$ cat config.mk
export PLATFORM = sky130hd
export DESIGN_NAME = phy_probe_seq
export DESIGN_NICKNAME = d
export VERILOG_FILES = /design/src/rtl/phy_probe_pkg.sv /design/src/rtl/phy_status_judge.sv /design/src/rtl/probe_timer.sv /design/src/rtl/probe_addr_gen.sv /design/src/rtl/phy_probe_seq.sv
export SDC_FILE = /design/constraint.sdc
export NUM_CORES = 1
export LEC_CHECK = 0
export BUFFER_PORTS_ARGS = -buffer_cell sky130_fd_sc_hd__buf_2
export CAP_MARGIN = 15
export CORE_UTILIZATION = 43
export CTS_CLUSTER_SIZE = 12
export DETAILED_ROUTE_END_ITERATION = 12
export PLACE_DENSITY = 0.75
export REMOVE_ABC_BUFFERS = 1
export SYNTH_ARGS = -nofsm -noshare
export SYNTH_HDL_FRONTEND = slang
export SYNTH_SLANG_ARGS = --single-unit
$ cat constraint.sdc
create_clock -name clk -period 2.1 [get_ports clk]
set_clock_uncertainty 0.15 [all_clocks]
set_input_delay 0.42 -clock clk [delete_from_list [all_inputs] [get_ports clk]]
set_output_delay 0.42 -clock clk [all_outputs]
set_load 0.005 [all_outputs]
$ cat src/rtl/phy_probe_pkg.sv
package phy_probe_pkg;

    typedef enum logic [1:0] {
        ST_IDLE   = 2'd0,
        ST_PROBE  = 2'd1,
        ST_JUDGE  = 2'd2,
        ST_FINISH = 2'd3
    } probe_state_e;

endpackage

$ cat src/rtl/phy_status_judge.sv
module phy_status_judge #(
    parameter int              DATA_W   = 16,
    parameter logic [DATA_W-1:0] CAP_MASK = 16'h1808
) (
    input  logic [DATA_W-1:0] data_i,
    output logic              accept_o
);
    logic all_ones;
    logic caps_ok;

    always_comb begin
        all_ones = &data_i;
        caps_ok  = (data_i & CAP_MASK) == CAP_MASK;
        accept_o = caps_ok && !all_ones;
    end
endmodule

$ cat src/rtl/probe_timer.sv
module probe_timer #(
    parameter int LIMIT = 64
) (
    input  logic clk,
    input  logic rst_n,
    input  logic run_i,
    output logic expired_o
);
    localparam int CW = (LIMIT < 2) ? 1 : $clog2(LIMIT);

    logic [CW-1:0] cnt_q;

    always_ff @(posedge clk or negedge rst_n) begin
        if (!rst_n)
            cnt_q <= '0;
        else if (run_i)
            cnt_q <= cnt_q + 1'b1;
        else
            cnt_q <= '0;
    end

    assign expired_o = run_i && (cnt_q == CW'(LIMIT - 1));

    assert_cnt_bound_R7: assert property (@(posedge clk) disable iff (!rst_n)
        expired_o |=> (cnt_q == '0) || !run_i || (cnt_q == CW'(LIMIT)));
endmodule

$ cat src/rtl/probe_addr_gen.sv
module probe_addr_gen #(
    parameter int ADDR_W = 5
) (
    input  logic              clk,
    input  logic              rst_n,
    input  logic              load_preset_i,
    input  logic [ADDR_W-1:0] preset_i,
    input  logic              load_top_i,
    input  logic              step_i,
    output logic [ADDR_W-1:0] addr_o,
    output logic              at_floor_o
);
    logic [ADDR_W-1:0] addr_q;

    always_ff @(posedge clk or negedge rst_n) begin
        if (!rst_n)
            addr_q <= '0;
        else if (load_preset_i)
            addr_q <= preset_i;
        else if (load_top_i)
            addr_q <= '1;
        else if (step_i)
            addr_q <= addr_q - 1'b1;
    end

    assign addr_o     = addr_q;
    assign at_floor_o = (addr_q == '0);

    assert_step_down_R5: assert property (@(posedge clk) disable iff (!rst_n)
        (step_i && !load_preset_i && !load_top_i) |=> (addr_q == $past(addr_q) - 1'b1));
endmodule

$ cat src/rtl/phy_probe_seq.sv
module phy_probe_seq
    import phy_probe_pkg::*;
#(
    parameter int                ADDR_W      = 5,
    parameter int                REG_W       = 5,
    parameter int                DATA_W      = 16,
    parameter logic [REG_W-1:0]  STATUS_REG  = 5'd1,
    parameter logic [DATA_W-1:0] CAP_MASK    = 16'h1808,
    parameter int                TIMEOUT_CYC = 64
) (
    input  logic              clk,
    input  logic              rst_n,
    input  logic              start_i,
    input  logic              preset_valid_i,
    input  logic [ADDR_W-1:0] preset_addr_i,
    output logic              rd_req_o,
    output logic [ADDR_W-1:0] rd_phy_o,
    output logic [REG_W-1:0]  rd_reg_o,
    input  logic              rd_ack_i,
    input  logic [DATA_W-1:0] rd_data_i,
    output logic              busy_o,
    output logic              done_o,
    output logic              found_o,
    output logic [ADDR_W-1:0] addr_o
);
    probe_state_e state_q, state_d;

    logic              ld_preset, ld_top, step, capture;
    logic              tmr_expired;
    logic              data_accept;
    logic              ok_q;
    logic              scan_q;
    logic [DATA_W-1:0] data_q;
    logic [ADDR_W-1:0] cur_addr;
    logic              at_floor;
    logic              found_q;
    logic [ADDR_W-1:0] addr_q;

    phy_status_judge #(.DATA_W(DATA_W), .CAP_MASK(CAP_MASK)) u_judge (
        .data_i   (rd_data_i),
        .accept_o (data_accept)
    );

    probe_timer #(.LIMIT(TIMEOUT_CYC)) u_timer (
        .clk       (clk),
        .rst_n     (rst_n),
        .run_i     (state_q == ST_PROBE),
        .expired_o (tmr_expired)
    );

    probe_addr_gen #(.ADDR_W(ADDR_W)) u_addr (
        .clk           (clk),
        .rst_n         (rst_n),
        .load_preset_i (ld_preset),
        .preset_i      (preset_addr_i),
        .load_top_i    (ld_top),
        .step_i        (step),
        .addr_o        (cur_addr),
        .at_floor_o    (at_floor)
    );

    // next-state and control strobes
    always_comb begin
        state_d   = state_q;
        ld_preset = 1'b0;
        ld_top    = 1'b0;
        step      = 1'b0;
        capture   = 1'b0;
        unique case (state_q)
            ST_IDLE: begin
                if (start_i) begin
                    ld_preset = preset_valid_i;
                    ld_top    = !preset_valid_i;
                    state_d   = ST_PROBE;
                end
            end
            ST_PROBE: begin
                if (rd_ack_i || tmr_expired) begin
                    capture = 1'b1;
                    state_d = ST_JUDGE;
                end
            end
            ST_JUDGE: begin
                if (ok_q) begin
                    state_d = ST_FINISH;
                end else if (!scan_q) begin
                    ld_top  = 1'b1;
                    state_d = ST_PROBE;
                end else if (at_floor) begin
                    state_d = ST_FINISH;
                end else begin
                    step    = 1'b1;
                    state_d = ST_PROBE;
                end
            end
            ST_FINISH: state_d = ST_IDLE;
            default:   state_d = ST_IDLE;
        endcase
    end

    // state register
    always_ff @(posedge clk or negedge rst_n) begin
        if (!rst_n)
            state_q <= ST_IDLE;
        else
            state_q <= state_d;
    end

    // probe verdict and run bookkeeping
    always_ff @(posedge clk or negedge rst_n) begin
        if (!rst_n) begin
            ok_q    <= 1'b0;
            scan_q  <= 1'b0;
            data_q  <= '1;
            found_q <= 1'b0;
            addr_q  <= '0;
        end else begin
            if (capture) begin
                ok_q   <= rd_ack_i && data_accept;
                data_q <= rd_ack_i ? rd_data_i : '1;
            end
            if (state_q == ST_IDLE && start_i) begin
                scan_q  <= !preset_valid_i;
                found_q <= 1'b0;
                addr_q  <= '0;
            end else if (state_q == ST_JUDGE) begin
                if (ok_q) begin
                    found_q <= 1'b1;
                    addr_q  <= cur_addr;
                end else if (!scan_q) begin
                    scan_q <= 1'b1;
                end
            end
        end
    end

    // outputs
    always_comb begin
        rd_req_o = (state_q == ST_PROBE);
        rd_phy_o = cur_addr;
        rd_reg_o = STATUS_REG;
        busy_o   = (state_q != ST_IDLE);
        done_o   = (state_q == ST_FINISH);
        found_o  = found_q;
        addr_o   = addr_q;
    end

    assert_req_hold_R1: assert property (@(posedge clk) disable iff (!rst_n)
        (rd_req_o && !rd_ack_i && !tmr_expired) |=> (rd_req_o && $stable(rd_phy_o)));

    assert_reject_ones_R2: assert property (@(posedge clk) disable iff (!rst_n)
        (state_q == ST_JUDGE) |-> !(ok_q && data_q == '1));

    assert_expire_drop_R7: assert property (@(posedge clk) disable iff (!rst_n)
        tmr_expired |=> !rd_req_o);

    assert_stay_busy_R8: assert property (@(posedge clk) disable iff (!rst_n)
        (busy_o && !done_o) |=> busy_o);

    assert_done_pulse_R9: assert property (@(posedge clk) disable iff (!rst_n)
        done_o |=> !done_o);

    assert_result_hold_R9: assert property (@(posedge clk) disable iff (!rst_n)
        (!busy_o && !start_i) |=> ($stable(found_o) && $stable(addr_o)));

    assert_none_found_R6: assert property (@(posedge clk) disable iff (!rst_n)
        (done_o && !found_o) |-> (addr_o == '0));
endmodule

* After elaboration in Yosys (flattened, before gate mapping)
Cells that the tools add are included.
W data, S select, Z words.
** Storage, ports and cells
- Register bits :: 21
- Input port bits :: 26
- Output and inout port bits :: 19
- Word-level logic and storage cells :: 65
** Cells by class
- Add/subtract/negate cells :: 2
- Equal/unequal tests :: 8
- Mux-type cells :: 31
- Reductions and logical operators :: 17
** Operators by type and width (count)
- $mux W5 :: 6
- $mux W1 :: 17
- $reduce_and A16 Y1 :: 1
- $mux W2 :: 5
- $pmux W2 S4 :: 1
- $add A6 B1 Y6 const B :: 1
- $eq A6 B6 Y1 const B :: 1
- $mux W6 :: 1
- $reduce_and A2 Y1 :: 3
- $reduce_bool A2 Y1 :: 3
- $logic_not A5 Y1 :: 1
- $sub A5 B1 Y5 const B :: 1
- $eq A2 B2 Y1 const B :: 2
- $logic_and A1 B1 Y1 :: 4
- $ne A2 B2 Y1 const B :: 2
- $eq A3 B3 Y1 const B :: 1
- $reduce_bool A3 Y1 :: 1
- $eq A2 B1 Y1 const B :: 1
- $logic_not A1 Y1 :: 2
- $logic_not A2 Y1 :: 1
- $ne A2 B1 Y1 const B :: 1
- $pmux W1 S2 :: 1
- $logic_or A1 B1 Y1 :: 1

* Longest topological paths before layout
- Depth after elaboration :: 8
- Gate-level depth with buffers :: 6
- Depth with buffers taken out :: 6

* By module
A second synthesis with hierarchy kept.
** Second synthesis, totals
- Cells, all modules :: 122
- Area, all modules :: 1157.4 um^2
** Modules (own cells, without submodules)
- phy_probe_seq :: instances 1, cells an instance 62, area an instance 564.3 um^2, seq. area each 250.2 um^2
- probe_addr_gen :: instances 1, cells an instance 29, area an instance 286.5 um^2, seq. area each 125.1 um^2
- probe_timer :: instances 1, cells an instance 24, area an instance 270.3 um^2, seq. area each 150.1 um^2
- phy_status_judge :: instances 1, cells an instance 7, area an instance 36.3 um^2, seq. area each 0.0 um^2

* Worst setup path after synthesis
No wires, ideal clock.
- Kind :: register to register
- Start point :: register u_addr.addr_q[0] (netlist: u_addr.addr_o[0])
- End point :: register u_addr.addr_q[0] (netlist: u_addr.addr_o[0])
- Library setup time :: 0.125 ns
- Arrival :: 1.808 ns
- Required time :: 1.825 ns
- Setup slack :: 0.017 ns
- Cell stages (with the launch flop) :: 7
- Path buffers :: 0
- Clock period less this slack :: 2.083 ns
- Cells stage by stage :: dfrtp_1 inv_1 ha_1 nor4b_1 or4b_4 nand2_2 mux2_2
** Between the ends
- Longest elaborated chain between the ends :: 6
- Elaborated cells between the ends (all ways) :: 10
- Classes of those cells :: 1 x add/sub; 7 x mux; 2 x reduce/logical
** RTL lines
- start: declaration :: line probe_addr_gen.sv:13 : logic [ADDR_W-1:0] addr_q;
- start signal: assignment :: line probe_addr_gen.sv:19 : addr_q <= preset_i;
- start signal: assignment :: line probe_addr_gen.sv:23 : addr_q <= addr_q - 1'b1;
- parallel branches: the longest is 6 deep, another holds $sub A5 B1 Y5
Parallel ways; which one is timed is not known. The select of a mux whose other input is x is not followed.
A chain may end at the register's enable or synchronous reset.

* Final worst setup path
- Start point :: register u_addr.addr_q[0] (netlist: u_addr.addr_o[0])
- End point :: register u_addr.addr_q[1] (netlist: u_addr.addr_o[1])
Same word-level chain as after synthesis.

==> metrics <==
Slew Limit Headroom=0.6653; Pleak=0.6974 nW; Initial Util=0.4593; top_reg_cell synth=dfrtp_1; Port Buffers=39; minimum clock period=1.983 ns; cell taking the most area after synthesis=dfrtp_1; GRT Overall Usage=0.1911; H-tree Lvls=1; die height=53.91 um; Worst Hold Slack=0.2177 ns; die area=2906 um^2; DR DRC count=0; DP Area=1386 um^2; cell-internal power=1.045 mW; DP HPWL=1858 um; Power Density=1209 nW/um^2; final instance area=1436 um^2; VDD IR max=0.0007482 V; Area growth syn-to-layout=23.97%; Slew Limit Fails=0; CTS tree=done; post-route ant nets=0; CP peak stage delay=0.54 ns; max_cap viols=0; Hold Crit Class=input pin to register; post-synthesis cell area=1159 um^2; top cell type's share of synthesized area=0.4536; WP data required=2.16 ns; CP cell instances=inv_1, ha_2, nor4b_1, or4b_4, nand2_4, mux2_2; Final Non-Filler Cells=197; P_sw=0.6922 mW; FF+latch count, synth=21; Startpoint Class=register; Setup TNS=0 ns; average routed wire per standard cell=12.54 um; outcome=completed; clock network fraction of design power=0.117; Setup CP Type=register to register; Unique masters post-synth=37; sequential area share after synthesis=0.4536; Post-synth EDFFs=0; Yosys warning total=0; Comb power frac=0.492; Die Span X=53.91 um; crit path max fanout=4; wire length of the first global-routing pass=3946 um; Final Hold Fails=0; largest net degree at the start of global routing=22; vias in the first global route=901; fin crit share=0.9441; Worst setup EP type=register; Async SR Flop Fraction=1.000; Routability Congestion=0.8382; most frequent cell after synthesis=dfrtp_1; Final #Nets=196; Synth Instances=124; DRT Pass-1 Iters=4; placed cells=192; Reg clk slew, reported paths=0.12 ns; post-detailed-routing wire length=2470 um; Mean Syn Cell Area=9.344 um^2; most frequent cells after synthesis=21 x dfrtp_1, 12 x inv_1, 12 x nor2_1; Via Count=1038; num rows=18; total power draw=1.737 mW; slowest cell on the critical path=or4b_4; Net Sw Frac=0.3985; grt ovf=0; sequential share of power=0.391; diode count=0; Setup Viol. Count Final=0; antenna violations before repair=0; Skew-Pair Late Insertion Delay=0.31 ns; IO Count=45; top post-synthesis cells by area=dfrtp_1 45%, inv_1 3.9%, nor2_1 3.9%; core area=2522 um^2; CTS Buffer Depth=2; clock sinks=21; Via density=5.269; Setup Buffers After CTS=0; Worst EP arrival=2.04 ns; RSZ-0062 raised after global routing=false; DRT iter0 DRCs=9; Fmax=504.4 MHz; share of layout cells above drive strength 1=0.3413; Slew @ Worst Pin=0.5010 ns; cts bufs inserted=3; root buffer cell=clkbuf_4
==> path summary, 6_finish.rpt <==
kind	from	endpoint	slack, ns	depth (start not counted)
worst max-delay path	u_addr.addr_o[0]	u_addr.addr_o[1]	0.12	6
worst min-delay path	rd_data_i[12]	ok_q	0.22	3
worst max register to register	u_addr.addr_o[0]	u_addr.addr_o[1]	0.12	6
worst min register to register	u_timer.cnt_q[0]	u_timer.cnt_q[0]	0.35	1
max in group asynchronous	rst_n	u_addr.addr_o[3]	1.04	2
min in group asynchronous	rst_n	u_timer.cnt_q[4]	0.43	2
==> final cells by class <==
class | instances | area (um^2)
multi-input combinational | 85 | 555.5
fill | 237 | 1086
timing repair buffer | 45 | 242.7
tap | 30 | 37.54
clock buffer | 3 | 22.52
sequential | 21 | 525.5
clock inverter | 1 | 7.507
inverter | 12 | 45.04
==> critical path, delay by kind of cell (launching register included) <==
| kind | cells | cell delay, ns |
|---|---|---|
| and+or+nand+nor | 3 | 0.81 |
| DFF | 1 | 0.36 |
| muxes | 1 | 0.33 |
| adders and majority gates | 1 | 0.19 |
| buffers and inverters | 1 | 0.05 |
==> repair_timing <==
action	CTS	global route
resized for setup	0	3
hold endpoints to repair	21	0
setup endpoints to repair	0	3
hold buffers	1	0
==> cell families after synthesis <==
family | after synthesis | share of synthesized area
AO/OA/AOI/OAI | 31 | 0.1890
multiplexers | 2 | 0.01944
flip-flops | 21 | 0.4536
XOR/XNOR | 4 | 0.03024
adder cells (fa/ha/maj) | 2 | 0.02159
other | 2 | 0.006482
AND/OR/NAND/NOR | 41 | 0.1944
buffers and inverters | 21 | 0.08531
==> power groups by stage <==
| stage | logic, mW | registers (mW) | clock network [mW] |
|---|---|---|---|
| 2_1_floorplan | 0.445 | 0.726 | 0 |
| 4_1_cts | 0.845 | 0.680 | 0.209 |
| 3_3_place_gp | 0.803 | 0.683 | 0 |
| 3_5_place_dp | 0.839 | 0.688 | 0 |
| 5_1_grt | 0.964 | 0.704 | 0.224 |
| 6_report | 0.854 | 0.680 | 0.203 |
==> metal layers <==
layer  track usage  part of all wire
met3       0.05650             0.058
met4       0.05702            0.0045
met2        0.3210              0.46
met1        0.2340              0.47
met5             0                 0
==> sequential cells by signal, summed over array words and instances (netlist names) <==
register	cells
addr_o	5
found_o	1
ok_q	1
scan_q	1
state_q	2
u_addr.addr_o	5
u_timer.cnt_q	6
==> layout by cell type (no fill, tap or decap), drive strengths merged, types with 2 or more instances in the layout <==
| cell | count |
|---|---|
| a21oi | 5 |
| a22o | 5 |
| a31oi | 3 |
| and2 | 3 |
| buf | 44 |
| clkbuf | 3 |
| conb | 5 |
| dfrtp | 21 |
| ha | 2 |
| inv | 12 |
| mux2 | 2 |
| nand2 | 7 |
| nand2b | 3 |
| nand3 | 4 |
| nand4 | 3 |
| nor2 | 12 |
| nor4b | 2 |
| o21ai | 8 |
| o22a | 4 |
| xor2 | 3 |
==> per-stage QoR <==
stage,setup WS (ns),util
final,0.1174,0.5694
after global routing,0.03367,0.5694
after CTS,0.04011,0.5655
after detailed placement,0.05842,0.5496
after global placement,0.1137,0.5496
after floorplan,0.01637,-
(Power assumes the default switching activity.)
